`src/rtl/pt_alloc_pkg.sv`:
```
package pt_alloc_pkg;

   // Cluster k is reachable by macrocell m when m-below <= k <= m+above,
   // with both indices inside their ranges.
   function automatic bit in_window(int m, int k, int below, int above,
                                    int n_mc, int n_clu);
      return (m >= 0) && (m < n_mc) && (k >= 0) && (k < n_clu) &&
             (k >= m - below) && (k <= m + above);
   endfunction

endpackage

```
`src/rtl/alloc_clu_or.sv`:
```
module alloc_clu_or #(
   parameter int TERMS = 4
) (
   input  logic [TERMS-1:0] terms_i,
   output logic             any_o
);
   generate
      if (TERMS == 1) begin : g_single
         assign any_o = terms_i[0];
      end else begin : g_reduce
         assign any_o = |terms_i;
      end
   endgenerate
endmodule

```
`src/rtl/alloc_route.sv`:
```
module alloc_route import pt_alloc_pkg::*; #(
   parameter int NUM_MC    = 16,
   parameter int NUM_CLU   = 16,
   parameter int WIN_BELOW = 1,
   parameter int WIN_ABOVE = 2,
   parameter int CLU_IDX   = 0,
   localparam int TGT_W    = $clog2(NUM_MC)
) (
   input  logic [TGT_W-1:0]  tgt_i,
   input  logic              vld_i,
   output logic [NUM_MC-1:0] grant_o,
   output logic              illegal_o
);
   for (genvar m = 0; m < NUM_MC; m++) begin : g_mc
      if (in_window(m, CLU_IDX, WIN_BELOW, WIN_ABOVE, NUM_MC, NUM_CLU)) begin : g_reach
         assign grant_o[m] = vld_i && (tgt_i == TGT_W'(m));
      end else begin : g_block
         assign grant_o[m] = 1'b0;
      end
   end

   // Any enabled cluster that found no reachable target is misconfigured.
   assign illegal_o = vld_i && !(|grant_o);

   always_comb begin

      grant_onehot_chk: assert ($onehot0(grant_o))
         else $error("cluster %0d granted to several macrocells", CLU_IDX);

      idle_quiet_chk: assert (vld_i || (grant_o == '0 && !illegal_o))
         else $error("disabled cluster %0d is active", CLU_IDX);
   end
endmodule

```
`src/rtl/alloc_sum.sv`:
```
module alloc_sum import pt_alloc_pkg::*; #(
   parameter int NUM_MC    = 16,
   parameter int NUM_CLU   = 16,
   parameter int WIN_BELOW = 1,
   parameter int WIN_ABOVE = 2,
   parameter int MC_IDX    = 0
) (
   input  logic [NUM_CLU-1:0] hit_i,
   output logic               sum_o
);
   assign sum_o = |hit_i;

   for (genvar k = 0; k < NUM_CLU; k++) begin : g_win
      if (!in_window(MC_IDX, k, WIN_BELOW, WIN_ABOVE, NUM_MC, NUM_CLU)) begin : g_outside
         always_comb begin

            outside_window_chk: assert (!hit_i[k])
               else $error("macrocell %0d fed by unreachable cluster %0d", MC_IDX, k);
         end
      end
   end
endmodule

```
`src/rtl/pt_alloc.sv`:
```
module pt_alloc import pt_alloc_pkg::*; #(
   parameter int PT_PER_CLU    = 4,
   parameter int NUM_CLU       = 16,
   parameter int NUM_MC        = 16,
   parameter int WIN_BELOW     = 1,
   parameter int WIN_ABOVE     = 2,
   parameter int MAX_PT_PER_MC = 16,
   localparam int NUM_PT       = PT_PER_CLU * NUM_CLU,
   localparam int TGT_W        = $clog2(NUM_MC),
   localparam int WIN_CLU      = WIN_BELOW + WIN_ABOVE + 1
) (
   input  logic [NUM_PT-1:0]        pt_i,
   input  logic [NUM_CLU*TGT_W-1:0] clu_tgt_i,
   input  logic [NUM_CLU-1:0]       clu_vld_i,
   output logic [NUM_MC-1:0]        sum_o,
   output logic                     cfg_err_o
);
   if (NUM_MC < 2) begin : g_bad_mc
      $error("NUM_MC must be at least 2");
   end
   if (PT_PER_CLU < 1 || NUM_CLU < 1) begin : g_bad_clu
      $error("cluster geometry must be non-empty");
   end
   if (WIN_BELOW < 0 || WIN_ABOVE < 0) begin : g_bad_win
      $error("window extents must be non-negative");
   end
   if (WIN_CLU * PT_PER_CLU > MAX_PT_PER_MC) begin : g_bad_cap
      $error("window exceeds product-term limit per macrocell");
   end

   logic [NUM_CLU-1:0] clu_any;
   logic [NUM_CLU-1:0] clu_bad;
   logic [NUM_CLU-1:0] clu_live;
   logic [NUM_MC-1:0]  grant [NUM_CLU];
   logic [NUM_CLU-1:0] hit   [NUM_MC];

   for (genvar k = 0; k < NUM_CLU; k++) begin : g_clu
      alloc_clu_or #(.TERMS(PT_PER_CLU)) u_or (
         .terms_i (pt_i[k*PT_PER_CLU +: PT_PER_CLU]),
         .any_o   (clu_any[k])
      );
      alloc_route #(
         .NUM_MC(NUM_MC), .NUM_CLU(NUM_CLU),
         .WIN_BELOW(WIN_BELOW), .WIN_ABOVE(WIN_ABOVE), .CLU_IDX(k)
      ) u_route (
         .tgt_i     (clu_tgt_i[k*TGT_W +: TGT_W]),
         .vld_i     (clu_vld_i[k]),
         .grant_o   (grant[k]),
         .illegal_o (clu_bad[k])
      );
      assign clu_live[k] = (|grant[k]) && clu_any[k];
   end

   for (genvar m = 0; m < NUM_MC; m++) begin : g_mc
      for (genvar k = 0; k < NUM_CLU; k++) begin : g_col
         assign hit[m][k] = grant[k][m] && clu_any[k];
      end
      alloc_sum #(
         .NUM_MC(NUM_MC), .NUM_CLU(NUM_CLU),
         .WIN_BELOW(WIN_BELOW), .WIN_ABOVE(WIN_ABOVE), .MC_IDX(m)
      ) u_sum (
         .hit_i (hit[m]),
         .sum_o (sum_o[m])
      );
   end

   assign cfg_err_o = |clu_bad;

   always_comb begin

      err_needs_vld_chk: assert (!cfg_err_o || (|clu_vld_i))
         else $error("config error with no enabled cluster");

      sum_bounded_chk: assert ($countones(sum_o) <= $countones(clu_live))
         else $error("more active sums than live legal clusters");

      no_vld_no_sum_chk: assert ((|clu_vld_i) || sum_o == '0)
         else $error("sum active with every cluster disabled");
   end
endmodule

```
`config.mk`:
```
export PLATFORM = sky130hd
export DESIGN_NAME = pt_alloc
export DESIGN_NICKNAME = d
export VERILOG_FILES = /design/src/rtl/pt_alloc_pkg.sv /design/src/rtl/alloc_clu_or.sv /design/src/rtl/alloc_route.sv /design/src/rtl/alloc_sum.sv /design/src/rtl/pt_alloc.sv
export SDC_FILE = /design/constraint.sdc
export NUM_CORES = 1
export LEC_CHECK = 0
export BUFFER_PORTS_ARGS = -buffer_cell sky130_fd_sc_hd__buf_2
export CORE_AREA = 2 2 72 74
export DETAILED_ROUTE_END_ITERATION = 12
export DIE_AREA = 0 0 74 76
export PLACE_DENSITY = 0.66
export SYNTH_ARGS = -nofsm -noshare
export SYNTH_HDL_FRONTEND = slang
export SYNTH_SLANG_ARGS = --single-unit
```
`constraint.sdc`:
```
create_clock -name vclk -period 2.6
set_input_delay 0.26 -clock vclk [all_inputs]
set_output_delay 0.26 -clock vclk [all_outputs]
set_load 0.01 [all_outputs]
```
* After elaboration in Yosys (flattened, before gate mapping) *
Index checks and enable logic that the tools add are counted.

operators by class
  equality and inequality tests = 57
  reduce and logical (&&, ||, !) cells = 204

operators with widths
  cell                                                                   number
  4-bit OR reduction                                                     42
  1-bit logical AND                                                      136
  4-bit equality test, second input constant                             29
  4-bit by 3-bit equality test with 1-bit output, second input constant  16
  4-bit by 2-bit equality test with 1-bit output, second input constant  8
  4-bit by 1-bit equality test with 1-bit output, second input constant  4
  1-bit zero test                                                        16
  16-bit OR reduction                                                    1
  4-bit zero test                                                        3
  3-bit OR reduction                                                     4
  2-bit OR reduction                                                     2

storage, ports and cells
  flip-flop bits (word level) = 0
  word-level logic and storage cells = 261

* Logic depth before layout (Yosys ltp) *
  depth after elaboration = 6
  gate-level depth with buffers = 5

* By module *
From an unflattened synthesis, not the netlist that was laid out.

unflattened totals
  cell total of the unflattened synthesis = 713
  area, all modules = 4902.2 µm²

modules (own cells, without submodules)
  module                                cells an instance  area an instance (µm²)  times used
  pt_alloc                              277                1752.9                  1
  alloc_sum                             5                  31.3                    16
  alloc_route at g_clu[10].u_route ...  19                 155.1                   2
  alloc_route at g_clu[3].u_route       21                 173.9                   1
  alloc_route at g_clu[7].u_route       23                 171.4                   1
  alloc_route at g_clu[0].u_route       19                 167.7                   1
  alloc_route at g_clu[5].u_route       23                 167.7                   1
  alloc_route at g_clu[9].u_route       23                 165.2                   1
  alloc_route at g_clu[13].u_route      23                 162.7                   1
  alloc_route at g_clu[8].u_route       22                 157.7                   1
  alloc_route at g_clu[11].u_route      22                 155.1                   1
  alloc_route at g_clu[4].u_route       23                 153.9                   1
  alloc_route at g_clu[12].u_route      21                 152.6                   1
  alloc_route at g_clu[2].u_route       19                 152.6                   1
  4 more rows                           n/a                n/a                     n/a

* Worst setup path before layout *
No wires, ideal clock.

  path type = input to output
  start = in clu_tgt_i[3]
  end = out cfg_err_o
  slack = 0.706 ns
  data required time = 2.340 ns
  cell stages on the path = 4
  path buffers = 0
  arrival time = 1.634 ns
  cells stage by stage = or3_1 > a222oi_1 > nand4_1 > or4_1

on the way
  word-level cells in the longest chain between the ends = 6
  elaborated cells on any way between the ends = 8
  classes of those cells = eq/ne (1); reduce/logical (7)

RTL lines
  item                                                                                      line               RTL
  from (decl)                                                                               pt_alloc.sv:13     input logic [NUM_CLU*TGT_W-1:0] clu_tgt_i,
  4-bit by 1-bit equality test with 1-bit output / 4-bit zero test (equally long branches)  alloc_route.sv:16  assign grant_o[m] = vld_i && (tgt_i == TGT_W'(m));
  1-bit logical AND                                                                         alloc_route.sv:16
  2-bit OR reduction (*)                                                                    alloc_route.sv:23  assign illegal_o = vld_i && !(|grant_o);
  1-bit zero test (*)                                                                       alloc_route.sv:23
  1-bit logical AND (*)                                                                     alloc_route.sv:23
  16-bit OR reduction (*)                                                                   pt_alloc.sv:67     assign cfg_err_o = |clu_bad;
  to (decl)                                                                                 pt_alloc.sv:16     output logic cfg_err_o

Mark *: on every way between the ends. The rest lies on a longest branch, timed or not.

* Worst setup path in the final report *
Ends and elaborated chain as after synthesis.

==> summary.md <==
| Metric | Value |
|---|---|
| Leakage | 1.02 nW |
| Post-synth cell types | 50 |
| FMAX | 451 MHz |
| Unrepaired setup endpoints after global routing | no |
| CP endpoint kind | output pin |
| # rows | 26 |
| Hold Vio Cnt, Final | 0 |
| Sequential Area | 0 µm² |
| First-pass GRT wire length | 7330 µm |
| Largest net degree at the start of global routing | 7 |
| DR WL/cell | 12.4 µm |
| Post-route DRC | 0 |
| Int Pwr | 134 µW |
| Main combinational cell family by area after synthesis | simple AND/OR/NAND/NOR gates |
| WP data arrival | 1.96 ns |
| GP Congestion | 0.786 |
| CP max FO | 2 |
| Mux contribution to synthesized area | 0% |
| Startpoint class of the critical path | primary input |
| Iteration-0 DRC Markers | 37 |
| Total Wirelength | 4930 µm |
| Power density over the cells | 128 nW/µm² |
| Simple-Gate Fraction of Synth Area | 49.0% |
| Total core area | 4910 µm² |
| Hold-fix buffers, CTS | 0 |
| Total global-route track usage | 15.5% |
| Tightest Pin Transition | 0.574 ns |
| Fillers | 527 |
| Max rail drop VDD | 0.0404 mV |
| Synth warn | 0 |
| DR vias | 1962 |
| Design Power | 250 µW |
| Setup TNS Final | 0 ns |
| Maxcap violations | 0 |
| Initial Util | 24.2% |
| Chip width | 74 µm |
| Antenna violations before repair | 0 |
| Synth Cell Area | 1190 µm² |
| Clock power share | 0% |
| ANT cells | 0 |
| Sw frac | 46.4% |
| Psw | 116 µW |
| Status | finished clean |
| Mean Syn Cell Area | 6.49 µm² |
| Compound-gate portion of the synthesized area | 34.7% |
| Most frequent cells in the layout | buf_2, inv_1, nor2_1, nand2_1, nor4_1 |
| Vias per std cell | 4.93 |
| Critical path class | in2out |
| Worst hold path type | in2out |
| Pre-Repair DR Iteration Count | 4 |
| Post-CTS Setup Bufs | 0 |
| Reg power frac | 0% |
| Final ANT Viol Nets | 0 |
| Final worst slack | 0.382 ns |
| Max-slew violations | 0 |
| Vias in the first global route | 1806 |
| Commonest non-fill, non-tap cell in the layout | buf_2 |
| PostCTS Resize Cnt | 0 |
| Combinational power share | 100.0% |
| Adder-cell share of the synthesized area | 0% |
| Worst Path Required | 2.34 ns |
| Die Area | 5620 µm² |
| # nets final | 474 |
| Seq/Total Area, Yosys | 0% |
| Layout cell share with drive strength beyond 1 | 49.7% |
| Synth Instances | 183 |
| Number of sequential cells | 0 |
| Mapped Nets | 327 |
| Xor/xnor share of the synthesized area | 1.48% |
| Final period util | 85.3% |
| Slew HR | 61.3% |
| Total I/O pin count | 161 |
| Setup-failing EPs final | 0 |
| Area Growth Syn to Fin | 65.1% |
| Post-DP HPWL | 4530 µm |
| Layout clock buffer count | 0 |
| Pre-CTS setup slack | 0.307 ns |
| Post-layout min period | 2.22 ns |
| Die Height | 76 µm |
| # port buffers | 161 |
| Multi-input logic area | 1010 µm² |
| Fin util | 39.9% |
| GRT overflow | 0 |
-- synthesized netlist by cell type, drive strengths merged, types with 2 or more instances --
cell	n	area, µm²
buf	16	120
inv	15	56.3
nor2	13	48.8
nand2	11	41.3
nor4	11	68.8
nand3	10	50.1
nand2b	8	50.1
nor3	8	40.0
o21ai	7	35.0
o41ai	7	61.3
o211ai	6	45.0
a32oi	5	43.8
nand4	4	25.0
nor3b	4	30.0
or3	4	25.0
a211o	3	26.3
nor4bb	3	30.0
or4	3	22.5
a21boi	2	15.0
a22oi	2	20.0
a41oi	2	17.5
and3	2	12.5
and3b	2	17.5
nand3b	2	15.0
nand4b	2	17.5
nor2b	2	12.5
o21a	2	15.0
o22ai	2	12.5
o31ai	2	15.0
o32ai	2	17.5
or2	2	12.5
or3b	2	17.5
or4b	2	20.0
xnor2	2	17.5
-- power groups by stage --
stage	logic, mW	registers, mW	clock network, mW
CTS	0.253	0	0
finish	0.250	0	0
global route	0.279	0	0
detailed placement	0.252	0	0
global placement	0.247	0	0
floorplan	0.109	0	0
-- cells by family after synthesis --
| kind of cell | count (synthesis) |
|---|---|
| XOR/XNOR | 2 |
| AND/OR/NAND/NOR | 98 |
| buffers and inverters | 31 |
| AO/OA/AOI/OAI | 52 |
-- critical path, cell delays in order --
cell,delay (ns)
buf_2,0.10
or3_1,0.38
a222oi_1,0.42
nand4_1,0.13
or4_1,0.52
buf_2,0.16
-- stage by stage --
stage / cells / cell area [µm²] / hold WS, ns
floorplan: 183 / 1190 / 0.700
global placement: 398 / 1960 / 0.823
detailed placement: 398 / 1960 / 0.827
CTS: 398 / 1960 / 0.827
global route: 398 / 1960 / 0.847
finish: 398 / 1960 / 0.828
-- path summary, 6_finish.rpt --
check,start,endpoint,cells after the start
setup / recovery,clu_tgt_i[3],cfg_err_o,6
hold / removal,clu_tgt_i[4],sum_o[0],3
-- cell type report --
class	count	share of cell area (%)
Inverter	15	2.87
Multi-Input combinational cell	152	51.6
Tap cell	70	4.47
Timing Repair Buffer	161	41.1
-- metal layers --
layer,vias up,track usage [%],part of all wire (%)
met4,0,0,0
li1,1020,-,-
met2,95,30.6,51
met1,847,18.9,41
met3,0,0.926,7.9
met5,-,0,0
(Power assumes the default switching activity.)
